## src/rtl/chin_pkg.sv

```systemverilog
package chin_pkg;
    parameter int MANT_W = 14;
    parameter int EXPO_W = 3;
    localparam int SAMP_W = MANT_W + EXPO_W;

    typedef struct packed {
        logic [MANT_W-1:0] mant;
        logic [EXPO_W-1:0] expo;
    } samp_t;

    typedef enum logic [1:0] {
        RATE_MASKED   = 2'b00,
        RATE_LEVEL    = 2'b01,
        RATE_EDGE     = 2'b10,
        RATE_EDGE_ALT = 2'b11
    } rate_e;

    localparam samp_t SAMP_ZERO = '0;

    // Both upper encodings share the edge-marked behaviour.
    function automatic logic is_edge_mode(rate_e m);
        return m[1];
    endfunction
endpackage

```

## src/rtl/chin_port_mux.sv

```systemverilog
module chin_port_mux
    import chin_pkg::*;
(
    input  logic  sel_b,
    input  samp_t a_samp,
    input  logic  a_en,
    input  samp_t b_samp,
    input  logic  b_en,
    output samp_t sel_samp,
    output logic  sel_en
);
    always_comb begin
        if (sel_b) begin
            sel_samp = b_samp;
            sel_en   = b_en;
        end else begin
            sel_samp = a_samp;
            sel_en   = a_en;
        end
    end
endmodule

```

## src/rtl/chin_rate_qual.sv

```systemverilog
module chin_rate_qual
    import chin_pkg::*;
(
    input  logic  clk,
    input  logic  rst,
    input  rate_e mode,
    input  logic  en,
    output logic  take,
    output logic  zero_data
);
    // Enable level seen at the previous edge; reset high so that a
    // level already high out of reset is not taken as a rise.
    logic en_prev_q;

    always_ff @(posedge clk) begin
        if (rst) en_prev_q <= 1'b1;
        else     en_prev_q <= en;
    end

    always_comb begin
        take      = 1'b0;
        zero_data = 1'b0;
        if (is_edge_mode(mode)) begin
            take = en & ~en_prev_q;
        end else if (mode == RATE_LEVEL) begin
            take = en;
        end else begin
            take      = 1'b1;
            zero_data = ~en;
        end
    end
endmodule

```

## src/rtl/chin_out_reg.sv

```systemverilog
module chin_out_reg
    import chin_pkg::*;
(
    input  logic  clk,
    input  logic  rst,
    input  logic  take,
    input  logic  zero_data,
    input  samp_t din,
    output samp_t dout,
    output logic  valid
);
    samp_t data_q;
    logic  valid_q;

    always_ff @(posedge clk) begin
        if (rst) begin
            data_q  <= SAMP_ZERO;
            valid_q <= 1'b0;
        end else begin
            valid_q <= take;
            if (take) data_q <= zero_data ? SAMP_ZERO : din;
        end
    end

    assign dout  = data_q;
    assign valid = valid_q;
endmodule

```

## src/rtl/chin_input_qual.sv

```systemverilog
module chin_input_qual
    import chin_pkg::*;
(
    input  logic              clk,
    input  logic              rst,
    input  logic              port_b_sel,
    input  logic [1:0]        rate_mode,
    input  logic [MANT_W-1:0] a_mant,
    input  logic [EXPO_W-1:0] a_expo,
    input  logic              a_en,
    input  logic [MANT_W-1:0] b_mant,
    input  logic [EXPO_W-1:0] b_expo,
    input  logic              b_en,
    output logic [MANT_W-1:0] out_mant,
    output logic [EXPO_W-1:0] out_expo,
    output logic              out_valid
);
    samp_t a_samp, b_samp, sel_samp, out_samp;
    logic  sel_en, take, zero_data;

    assign a_samp = '{mant: a_mant, expo: a_expo};
    assign b_samp = '{mant: b_mant, expo: b_expo};

    chin_port_mux u_mux (
        .sel_b    (port_b_sel),
        .a_samp   (a_samp),
        .a_en     (a_en),
        .b_samp   (b_samp),
        .b_en     (b_en),
        .sel_samp (sel_samp),
        .sel_en   (sel_en)
    );

    chin_rate_qual u_qual (
        .clk       (clk),
        .rst       (rst),
        .mode      (rate_e'(rate_mode)),
        .en        (sel_en),
        .take      (take),
        .zero_data (zero_data)
    );

    chin_out_reg u_oreg (
        .clk       (clk),
        .rst       (rst),
        .take      (take),
        .zero_data (zero_data),
        .din       (sel_samp),
        .dout      (out_samp),
        .valid     (out_valid)
    );

    assign out_mant = out_samp.mant;
    assign out_expo = out_samp.expo;
endmodule

```

## config.mk

```make
export PLATFORM = sky130hd
export DESIGN_NAME = chin_input_qual
export DESIGN_NICKNAME = d
export VERILOG_FILES = /design/src/rtl/chin_pkg.sv /design/src/rtl/chin_port_mux.sv /design/src/rtl/chin_rate_qual.sv /design/src/rtl/chin_out_reg.sv /design/src/rtl/chin_input_qual.sv
export SDC_FILE = /design/constraint.sdc
export NUM_CORES = 1
export LEC_CHECK = 0
export BUFFER_PORTS_ARGS = -buffer_cell sky130_fd_sc_hd__buf_4
export CAP_MARGIN = 0
export CORE_MARGIN = 8
export CORE_UTILIZATION = 45
export DETAILED_ROUTE_END_ITERATION = 8
export PLACE_DENSITY = 0.79
export SLEW_MARGIN = 10
export SYNTH_ARGS = -nofsm -noshare
export SYNTH_HDL_FRONTEND = slang
export SYNTH_SLANG_ARGS = --single-unit
```

## constraint.sdc

```tcl
create_clock -name clk -period 1.6 [get_ports clk]
set_input_delay 0.08 -clock clk [delete_from_list [all_inputs] [get_ports clk]]
set_output_delay 0.08 -clock clk [all_outputs]
set_load 0.02 [all_outputs]
```

==> impl_metrics.yaml <==
status:
  run_status: "finished clean"
sta:
  fin_skew_ns: 0.00382
  fmax_mhz: 839
  finalSetupViolations: 0
  worst_pin_slew_ns: 0.492
  slew_headroom: 0.671
  timing.final.ws_setup_ns: 0.408
  hold_violations: 0
  fin_crit_ns: 1.19
  drv_slew: 0
  min_period_over_period: 0.745
  tns_ns: 0
  rsz0062_at_grt: "false"
clock_tree:
  post_cts_buffers: 0
  cts_tree: "built"
  clk_latency_ns: 0.30
  cts_buffers: 3
  htreeDepth: 1
  clkTransAtPathRegs_ns: 0.11
  cts_sinks: 19
  cts_hold_buf: 0
  ctsResizeCount: 0
  clockRootBuffer: "clkbuf_4"
  clock_path_buffers: 2
synthesis:
  synthDistinctLibCells: 20
  seq_area_frac_synth: 0.319
  synth_warnings: 0
  synth-seq-cells: 19
  mappedNetlistNets: 148
  syn_inst: 107
  synth_area_mm2: 0.00119
  avgSynthCellArea_um2: 11.1
worst_setup_path:
  startpoint_type: "flip-flop"
  worstPathArrival_ns: 1.36
  crit_path_end_kind: "flip-flop"
  cp_max_fo: 17
  critical_path_class: "reg2reg"
  required_ns: 1.77
power_and_ir_drop:
  p_per_area_mw_per_mm2: 703
  ir_drop_uv: 578
  p_leak_nw: 0.672
global_routing:
  grt_overflow: 0
  antenna_found_initial: 0
  grt_pass1_wl_um: 5350
  grt_usage: 0.146
  first_global_vias: 1183
  grt_max_degree: 20
place:
  gp_congestion: 0.754
  post-place-ws_ns: 0.326
  port_buffers: 58
  dp_hpwl_um: 2420
die:
  num_rows: 18
  die-area_mm2: 0.00455
  io_pins: 59
  start_util: 0.476
  chipHeight_um: 67.5
  die-width_um: 67.5
  core_area_mm2: 0.00250
worst_hold_path:
  hold_class: "in2reg"
final_layout:
  fillers: 193
  insertedDiodeCount: 0
  syn_to_final_growth_pct: 37.2
  fin_nets: 203
  layout-drive-gt1-share: 0.565
detailed_routing:
  via_count: 1120
  firstDrtPassIters: 4
  routed_wl_um: 3310
  post_drt_wl_per_cell_um: 17.3
  first_iter_violations: 42
  via_per_inst: 5.86
  ant_nets: 0
  drc_errors: 0
job:
  maxCapViolations: 0
[critical path: stages, from the launching register on]
cell      delay, ns
dfxtp_1        0.57
a211o_4        0.36
o221ai_1       0.14
[metal layers]
metal,share of wire,up-vias,global-route usage
met1,0.42,546,0.174
met3,0.034,4,0.0265
met4,0.014,0,0.0470
li1,-,544,-
met2,0.54,26,0.259
met5,0,-,0
[layout make-up]
class	count	area [µm²]	area share
tap	30	37.5	0.0230
sequential	19	380	0.233
timing repair buffer	63	473	0.289
multi-input combinational	74	713	0.436
inverter	1	3.75	0.00230
clock buffer	4	26.3	0.0161
[Yosys cell counts, drive strengths merged]
library cell	count	area (µm²)
dfxtp	19	380
mux2i	18	184
nand2	18	70.1
o2111ai	17	205
o221ai	17	218
buf	8	73.8
clkbuf	5	20.0
a211o	1	17.5
a21oi	1	5.00
inv	1	3.75
nor2	1	6.26
o21a	1	7.51
[sequential cells by signal (all words and copies together) (netlist names)]
| register | flops |
|---|---|
| u_oreg.dout | 17 |
| u_oreg.valid | 1 |
| u_qual.en_prev_q | 1 |
[cell families after synthesis]
logic type | after synthesis | share of synthesized area
AOI/OAI and AO/OA | 37 | 0.380
DFF | 19 | 0.319
and+or+nand+nor | 19 | 0.0641
muxes | 18 | 0.154
buffers and inverters | 14 | 0.0819
[power by group]
part	switching, mW	total, mW	internal [mW]
clock network	0.155	0.252	0.0971
registers	0.0337	0.543	0.509
logic	0.183	0.353	0.170
total	0.372	1.15	0.776
[final timing paths]
kind | start | end | slack [ns] | cells after the start
max reg2reg | u_qual.en_prev_q | u_oreg.dout[10] | 0.41 | 2
min | a_mant[3] | u_oreg.dout[6] | 0.06 | 3
max | u_qual.en_prev_q | u_oreg.dout[10] | 0.41 | 2
min reg2reg | u_oreg.dout[13] | u_oreg.dout[13] | 0.54 | 2
[cells in the final DEF, fill, tap and decap left out, drive strengths merged]
cell / count
a211o: 1
a21oi: 1
inv: 1
o21a: 1
mux2i: 18
clkbuf: 4
o2111ai: 17
nor2: 1
dfxtp: 19
nand2: 18
buf: 63
o221ai: 17
[through the flow]
step | hold WS (ns) | instance area [µm²] | util | std cells | power [mW]
after floorplan | 0.278 | 1190 | - | 107 | 0.760
after global placement | 0.370 | 1610 | 0.643 | 187 | 0.902
after detailed placement | 0.377 | 1610 | 0.643 | 187 | 0.909
after CTS | 0.0594 | 1630 | 0.654 | 191 | 1.16
after global routing | 0.0730 | 1630 | 0.654 | 191 | 1.20
final | 0.0641 | 1630 | 0.654 | 191 | 1.15
Note: power is estimated with default switching activity, not from simulation.
